[src/rtl/usb_hport_pkg.sv]
package usb_hport_pkg;
    localparam int WORD_W   = 32;
    localparam int CONN_B   = 0;
    localparam int CDET_B   = 1;
    localparam int EN_B     = 2;
    localparam int ECHG_B   = 3;
    localparam int RES_B    = 6;
    localparam int SUSP_B   = 7;
    localparam int RST_B    = 8;
    localparam int DP_B     = 10;
    localparam int DM_B     = 11;
    localparam int PWR_B    = 12;
    localparam int TEST_LO  = 13;
    localparam int TEST_W   = 4;
    localparam int SPD_LO   = 17;
    localparam int SPD_W    = 2;
    localparam int NUM_FLAG = 2;

    typedef enum logic {
        SUSP_ACTIVE = 1'b0,
        SUSP_HALTED = 1'b1
    } susp_state_e;

    function automatic int flag_pos(input int idx);
        return (idx == 0) ? CDET_B : ECHG_B;
    endfunction
endpackage

[src/rtl/usb_hport_w1c_flag.sv]
module usb_hport_w1c_flag (
    input  logic clk,
    input  logic rst_n,
    input  logic set_evt,
    input  logic clr_wr,
    output logic flag_q
);
    always_ff @(posedge clk) begin
        if (!rst_n)       flag_q <= 1'b0;
        else if (set_evt) flag_q <= 1'b1;
        else if (clr_wr)  flag_q <= 1'b0;
    end
endmodule

[src/rtl/usb_hport_susp_fsm.sv]
module usb_hport_susp_fsm
    import usb_hport_pkg::*;
(
    input  logic clk,
    input  logic rst_n,
    input  logic set_req,
    input  logic clr_req,
    output logic suspended
);
    susp_state_e state_q, state_d;

    always_ff @(posedge clk) begin
        if (!rst_n) state_q <= SUSP_ACTIVE;
        else        state_q <= state_d;
    end

    always_comb begin
        state_d = state_q;
        unique case (state_q)
            SUSP_ACTIVE: if (set_req && !clr_req) state_d = SUSP_HALTED; // T_ENTER
            SUSP_HALTED: if (clr_req)             state_d = SUSP_ACTIVE; // T_WAKE
            default:                              state_d = SUSP_ACTIVE;
        endcase
    end

    always_comb begin
        suspended = (state_q == SUSP_HALTED);
    end
endmodule

[src/rtl/usb_hport_rdmux.sv]
module usb_hport_rdmux
    import usb_hport_pkg::*;
(
    input  logic [SPD_W-1:0]  speed,
    input  logic [TEST_W-1:0] test,
    input  logic              pwr,
    input  logic              dp,
    input  logic              dm,
    input  logic              rst,
    input  logic              susp,
    input  logic              res,
    input  logic              en,
    input  logic              conn,
    input  logic [NUM_FLAG-1:0] flags,
    output logic [WORD_W-1:0] word
);
    always_comb begin
        word = '0;
        word[SPD_LO +: SPD_W]   = speed;
        word[TEST_LO +: TEST_W] = test;
        word[PWR_B]  = pwr;
        word[DM_B]   = dm;
        word[DP_B]   = dp;
        word[RST_B]  = rst;
        word[SUSP_B] = susp;
        word[RES_B]  = res;
        word[EN_B]   = en;
        word[CONN_B] = conn;
        for (int i = 0; i < NUM_FLAG; i++) word[flag_pos(i)] = flags[i];
    end
endmodule

[src/rtl/usb_hport_csr.sv]
module usb_hport_csr
    import usb_hport_pkg::*;
#(
    parameter int ADDR_W = 8,
    parameter logic [ADDR_W-1:0] REG_ADDR = 8'h40
) (
    input  logic              clk,
    input  logic              rst_n,
    input  logic [ADDR_W-1:0] bus_addr,
    input  logic              bus_we,
    input  logic [31:0]       bus_wdata,
    output logic [31:0]       bus_rdata,
    input  logic [1:0]        hw_speed,
    input  logic              hw_dp,
    input  logic              hw_dm,
    input  logic              hw_connected,
    input  logic              hw_enabled,
    input  logic              connect_evt,
    input  logic              enable_chg_evt,
    input  logic              wakeup_evt,
    output logic              port_power,
    output logic              port_reset,
    output logic              port_resume,
    output logic              port_suspend,
    output logic              sof_enable,
    output logic [3:0]        test_code,
    output logic              port_irq
);
    logic                sel;
    logic                wr_hit;
    logic                susp_set;
    logic                susp_clr;
    logic [NUM_FLAG-1:0] flag_evt;
    logic [NUM_FLAG-1:0] sts_q;
    logic [WORD_W-1:0]   word;

    assign sel    = (bus_addr == REG_ADDR);
    assign wr_hit = bus_we && sel;

    always_ff @(posedge clk) begin
        if (!rst_n) begin
            test_code   <= '0;
            port_power  <= 1'b0;
            port_reset  <= 1'b0;
            port_resume <= 1'b0;
        end else if (wr_hit) begin
            test_code   <= bus_wdata[TEST_LO +: TEST_W];
            port_power  <= bus_wdata[PWR_B];
            port_reset  <= bus_wdata[RST_B];
            port_resume <= bus_wdata[RES_B];
        end
    end

    assign susp_set = wr_hit && bus_wdata[SUSP_B];
    assign susp_clr = wakeup_evt
                   || (wr_hit && bus_wdata[RST_B] && !port_reset)
                   || (wr_hit && bus_wdata[RES_B] && !port_resume);

    usb_hport_susp_fsm u_susp (
        .clk       (clk),
        .rst_n     (rst_n),
        .set_req   (susp_set),
        .clr_req   (susp_clr),
        .suspended (port_suspend)
    );

    assign sof_enable  = !port_suspend;
    assign flag_evt[0] = connect_evt;
    assign flag_evt[1] = enable_chg_evt;

    for (genvar i = 0; i < NUM_FLAG; i++) begin : g_flag
        localparam int POS = flag_pos(i);
        usb_hport_w1c_flag u_flag (
            .clk     (clk),
            .rst_n   (rst_n),
            .set_evt (flag_evt[i]),
            .clr_wr  (wr_hit && bus_wdata[POS]),
            .flag_q  (sts_q[i])
        );
    end

    assign port_irq = |sts_q;

    usb_hport_rdmux u_rd (
        .speed (hw_speed),
        .test  (test_code),
        .pwr   (port_power),
        .dp    (hw_dp),
        .dm    (hw_dm),
        .rst   (port_reset),
        .susp  (port_suspend),
        .res   (port_resume),
        .en    (hw_enabled),
        .conn  (hw_connected),
        .flags (sts_q),
        .word  (word)
    );

    assign bus_rdata = sel ? word : '0;
endmodule

[config.mk]
export PLATFORM = sky130hd
export DESIGN_NAME = usb_hport_csr
export DESIGN_NICKNAME = d
export VERILOG_FILES = /design/src/rtl/usb_hport_pkg.sv /design/src/rtl/usb_hport_w1c_flag.sv /design/src/rtl/usb_hport_susp_fsm.sv /design/src/rtl/usb_hport_rdmux.sv /design/src/rtl/usb_hport_csr.sv
export SDC_FILE = /design/constraint.sdc
export NUM_CORES = 1
export LEC_CHECK = 0
export ABC_AREA = 1
export BUFFER_PORTS_ARGS = -buffer_cell sky130_fd_sc_hd__clkbuf_2
export CAP_MARGIN = 0
export CORE_UTILIZATION = 35
export CTS_BUF_LIST = sky130_fd_sc_hd__clkbuf_2
export CTS_CLUSTER_DIAMETER = 150
export CTS_CLUSTER_SIZE = 10
export DETAILED_ROUTE_END_ITERATION = 10
export PLACE_DENSITY = 0.91
export SLEW_MARGIN = 5
export SYNTH_ARGS = -nofsm -noshare
export SYNTH_HDL_FRONTEND = slang
export SYNTH_SLANG_ARGS = --single-unit
[constraint.sdc]
create_clock -name clk -period 2.09 [get_ports clk]
set_input_delay 0.209 -clock clk [delete_from_list [all_inputs] [get_ports clk]]
set_output_delay 0.209 -clock clk [all_outputs]
set_load 0.01 [all_outputs]
Word level (Yosys, flattened, before mapping)
Index checks and enable logic that the tools add are counted.
{"block": "classes", "eq_ne": 1, "mux": 8, "bitwise_logic": 1, "n_reduce_logical": 18}
{"operator": "2-to-1 mux 19 bit", "count": 1}
{"operator": "logical AND 1 bit", "count": 9}
{"operator": "== test 8 x 7 -> 1 bit (second input constant)", "count": 1}
{"operator": "2-to-1 mux 1 bit", "count": 6}
{"operator": "zero test 1 bit", "count": 4}
{"operator": "nonzero test 2 bit", "count": 2}
{"operator": "logical OR 1 bit", "count": 2}
{"operator": "one-hot mux 1 bit (2 select lines)", "count": 1}
{"operator": "OR reduction 2 bit", "count": 1}
{"operator": "inverter 1 bit", "count": 1}
{"block": "word_totals", "regBits": 10, "input_bits": 52, "word_cells": 35}

Longest topological paths before layout
{"block": "depth", "depth_word": 10, "mapped_depth": 8, "mapped_depth_nobuf": 8}

By module
From an unflattened synthesis, not the netlist that was laid out.
{"block": "hier_totals", "cells_unflattened": 178, "hier_area_um2": 1305.0}
{"mod": "usb_hport_csr", "n_inst": 1, "cells_per_inst": 128, "area_per_inst_um2": 938.4, "seq_area_each_um2": 140.1}
{"mod": "usb_hport_rdmux", "n_inst": 1, "cells_per_inst": 33, "area_per_inst_um2": 244.0, "seq_area_each_um2": 0.0}
{"mod": "usb_hport_w1c_flag", "n_inst": 2, "cells_per_inst": 6, "area_per_inst_um2": 43.8, "seq_area_each_um2": 20.0}
{"mod": "usb_hport_susp_fsm", "n_inst": 1, "cells_per_inst": 5, "area_per_inst_um2": 35.0, "seq_area_each_um2": 20.0}

Least setup slack after synthesis
No wires, ideal clock.
{"block": "synth_path", "path_type": "input to output", "from": "input bus_addr[5]", "to": "output bus_rdata[0]", "t_arrival_ns": 0.905, "required_ns": 1.881, "path_slack_ns": 0.976, "stages": 6, "path_buffers": 1, "cell_sequence": "nor2_1 -> nand2_1 -> nor2_4 -> inv_2 -> buf_6 -> nor2_1"}
{"block": "synth_via", "elab_chain_cells": 2}
{"item": "from (decl)", "line": "usb_hport_csr.sv:9", "source": "input logic [ADDR_W-1:0] bus_addr,"}
{"item": "== test 8 x 7 -> 1 bit", "line": "usb_hport_csr.sv:37", "source": "assign sel = (bus_addr == REG_ADDR);"}
{"item": "2-to-1 mux 19 bit", "line": "usb_hport_csr.sv:99", "source": "assign bus_rdata = sel ? word : '0;"}
{"item": "to (decl)", "line": "usb_hport_csr.sv:12", "source": "output logic [31:0] bus_rdata,"}
Every way passes these cells.

Worst setup path after layout
{"block": "layout_path", "from": "input bus_addr[5]", "to": "output bus_rdata[14]"}
The elaborated chain is that of the path after synthesis.

==> key figures <==
Clock tree
  – Root Buffer: clkbuf_2
  – Worst skew pair latency: 260 ps
  – CTS Sinks: 10
  – Clock buffer depth: 2
  – Clk slew on worst S/H paths: 90 ps
  – CTS tree: done
  – Post-CTS Hold Fix Bufs: 0
  – H-tree depth: 1
  – CTS Buf Count: 3
  – Post-CTS Setup Inserts: 0
  – Cts repair resizes: 0

Critical path
  – Setup crit start: bus_addr[5]
  – Crit path cell chain: clkbuf_2 > nor2_1 > nand2_1 > nor2_4 > inv_2 > nor2_1 > clkbuf_2
  – Crit path depth: 7
  – CP max-delay cell: clkbuf_2
  – Crit path max-delay family: simple AND/OR/NAND/NOR gates
  – Arrival @ worst endpoint: 1000 ps
  – R2R depth: 4
  – Biggest cell delay along the critical path: 140 ps
  – Crit-path max FO: 16
  – Setup crit end: bus_rdata[14]
  – Startpoint types: primary input
  – Worst Path Buf+Inv: 3
  – WS Path Type: primary input to output pin
  – Critical R2R Capture: u_susp.suspended
  – RR Startpoint: port_resume
  – Worst R2R Setup Slack: 1400 ps
  – Worst Path Required: 1880 ps
  – Crit path capture type: output pin

Pwr
  – Psw: 109 uW
  – Worst VDD drop: 353 uV
  – Clock network power share: 29.2%
  – Tot Pwr: 372 uW
  – Int Power: 263 uW
  – Seq pwr share: 52.4%
  – Combinational share of power: 18.4%
  – PwrDens: 385 mW/mm^2
  – Net switching share of the total power: 29.2%
  – Lkg Pwr: 0.541 nW

Yosys
  – Leading area contributor after synthesis: dfxtp_1
  – Cell Area, Synth: 724 sq um
  – Synth cell types: 13
  – Post-synthesis xor/xnor area fraction: 0%
  – Synth area leaders: dfxtp_1, buf_4, nor2_1
  – FF+latch count, synth: 10
  – Mux contribution to synthesized area: 0%
  – Yosys top cell area share: 27.6%
  – Sequential-to-total area share from yosys stat: 27.6%
  – Complex-gate fraction of the synthesized area: 9.67%
  – Yosys warning total: 0
  – Largest family of logic cells by synthesized area: buffers and inverters
  – Simple-gate share of the synthesized area: 30.6%
  – Post-Synth Adder-Cell Area: 0%
  – Cell count after synthesis: 119
  – Mean Syn Cell Area: 6.09 sq um

GRT
  – GRT Resource Usage Total: 14.5%
  – Vias in the first global route: 568
  – Antenna violations before repair: 0
  – Grt ovf: 0
  – Pin count of the biggest net entering global routing: 17
  – First-pass GRT wire length: 2260 microns

Cells and area
  – Area delta synth->final: 33.3%
  – Share of cells above drive strength 1: 34.9%
  – N_diodes: 0
  – Final Net Count: 228

Die
  – Die height: 47.5 microns
  – Rows: 16
  – Core area: 0.00196 sq mm
  – Die width: 47.5 microns
  – Die ar.: 0.00226 sq mm
  – Initial Util: 36.9%
  – I/O Pins: 94

Place
  – Number of port buffers: 55
  – Routability congestion estimate: 0.645
  – Hpwl dp: 1270 microns

Route
  – Initial DRC Count: 5
  – Via Count: 826
  – DR pass1 iterations: 4
  – Remaining DRCs: 0
  – Total Routed Length: 1590 microns
  – WL per Instance: 7.85 microns
  – Avg Vias per Cell: 4.09
  – Post-route antenna net violation count: 0

STA
  – RSZ-0062 raised after global routing: false
  – Max frequency: 0.830 GHz
  – Worst clock skew: 18.8 ps
  – Post-layout min period: 1200 ps
  – Setup TNS: 0 ps
  – Setup violators final: 0
  – Fin crit share: 57.6%
  – Count of pins over their slew limit: 0
  – Endpoints failing hold: 0

Flow run
  – Max Cap Viol: 0

Worst hold path
  – Hold Path Class: primary input to register

Status
  – Run status: finished, final reports clean
## placed cells by master (no fill, tap or decap)
cell       n
buf_4      1
a21oi_1    9
o21ai_0    5
nand2_1   14
clkbuf_2  58
nand3_1    5
nor2_1    32
conb_1    16
nand4_1    2
inv_1     20
dfxtp_1   10
clkinv_1   1
inv_2      1
nor2_4     1
## routing by layer
layer  vias to the layer above  track usage, %  share of wire [%]
li1                        437               -                  -
met1                       347            16.6                 45
met2                        42            26.0                 47
met3                         0            5.66                8.0
met4                         0            1.71                  0
met5                         -               0                  0
## state kept, by name, indices dropped and copies added, names as in the netlist
signal                cells
g_flag.u_flag.flag_q      2
port_reset                1
port_power                1
u_susp.suspended          1
test_code                 4
port_resume               1
## Yosys cell counts, drive strengths merged
| cell | number |
|---|---|
| nor2 | 33 |
| inv | 21 |
| buf | 19 |
| nand2 | 14 |
| dfxtp | 10 |
| a21oi | 9 |
| nand3 | 5 |
| o21ai | 5 |
| nand4 | 2 |
| conb | 1 |
## worst min path at each step
stage	start	end	slack (ps)	cells after the start
CTS	connect_evt	g_flag[0].u_flag.flag_q	170	3
global route	wakeup_evt	u_susp.suspended	180	4
detailed placement	connect_evt	g_flag[0].u_flag.flag_q	440	3
floorplan	connect_evt	g_flag[0].u_flag.flag_q	340	2
finish	enable_chg_evt	g_flag[1].u_flag.flag_q	180	3
global placement	enable_chg_evt	g_flag[1].u_flag.flag_q	440	3
## cells by family after synthesis
family          count (synthesis)
other cells                     1
simple gates                   54
compound gates                 14
flops                          10
buf+inv                        40
## final cells by class
cell class                      count  area [sq um]
Clock inverter                      1          3.75
Fill cell                         214           996
Inverter                           21          78.8
Tap cell                           27          33.8
Sequential cell                    10           200
Multi-Input combinational cell     84           352
Timing Repair Buffer               56           283
Clock buffer                        3          15.0
## worst min-delay path, delay by kind of cell
kind / cells / cell delay, ps
compound gates: 1 / 50
buf+inv: 2 / 120
## through the flow
step           worst slack, ps  area [sq um]  std cells  hold WS, ps  utilization, %
2_1_floorplan              976           781        134          343               -
3_3_place_gp               880           947        198          437            48.3
3_5_place_dp               871           947        198          438            48.3
4_1_cts                    873           966        202          166            49.2
5_1_grt                    719           966        202          184            49.2
6_report                   885           966        202          179            49.2
## power groups by stage
stage	Clock, mW	Sequential, mW	Combinational [mW]
6_report	0.109	0.195	0.0684
5_1_grt	0.122	0.195	0.0810
4_1_cts	0.113	0.195	0.0687
3_5_place_dp	0	0.199	0.0684
3_3_place_gp	0	0.199	0.0674
2_1_floorplan	0	0.199	0.0569
(Power assumes the default switching activity.)
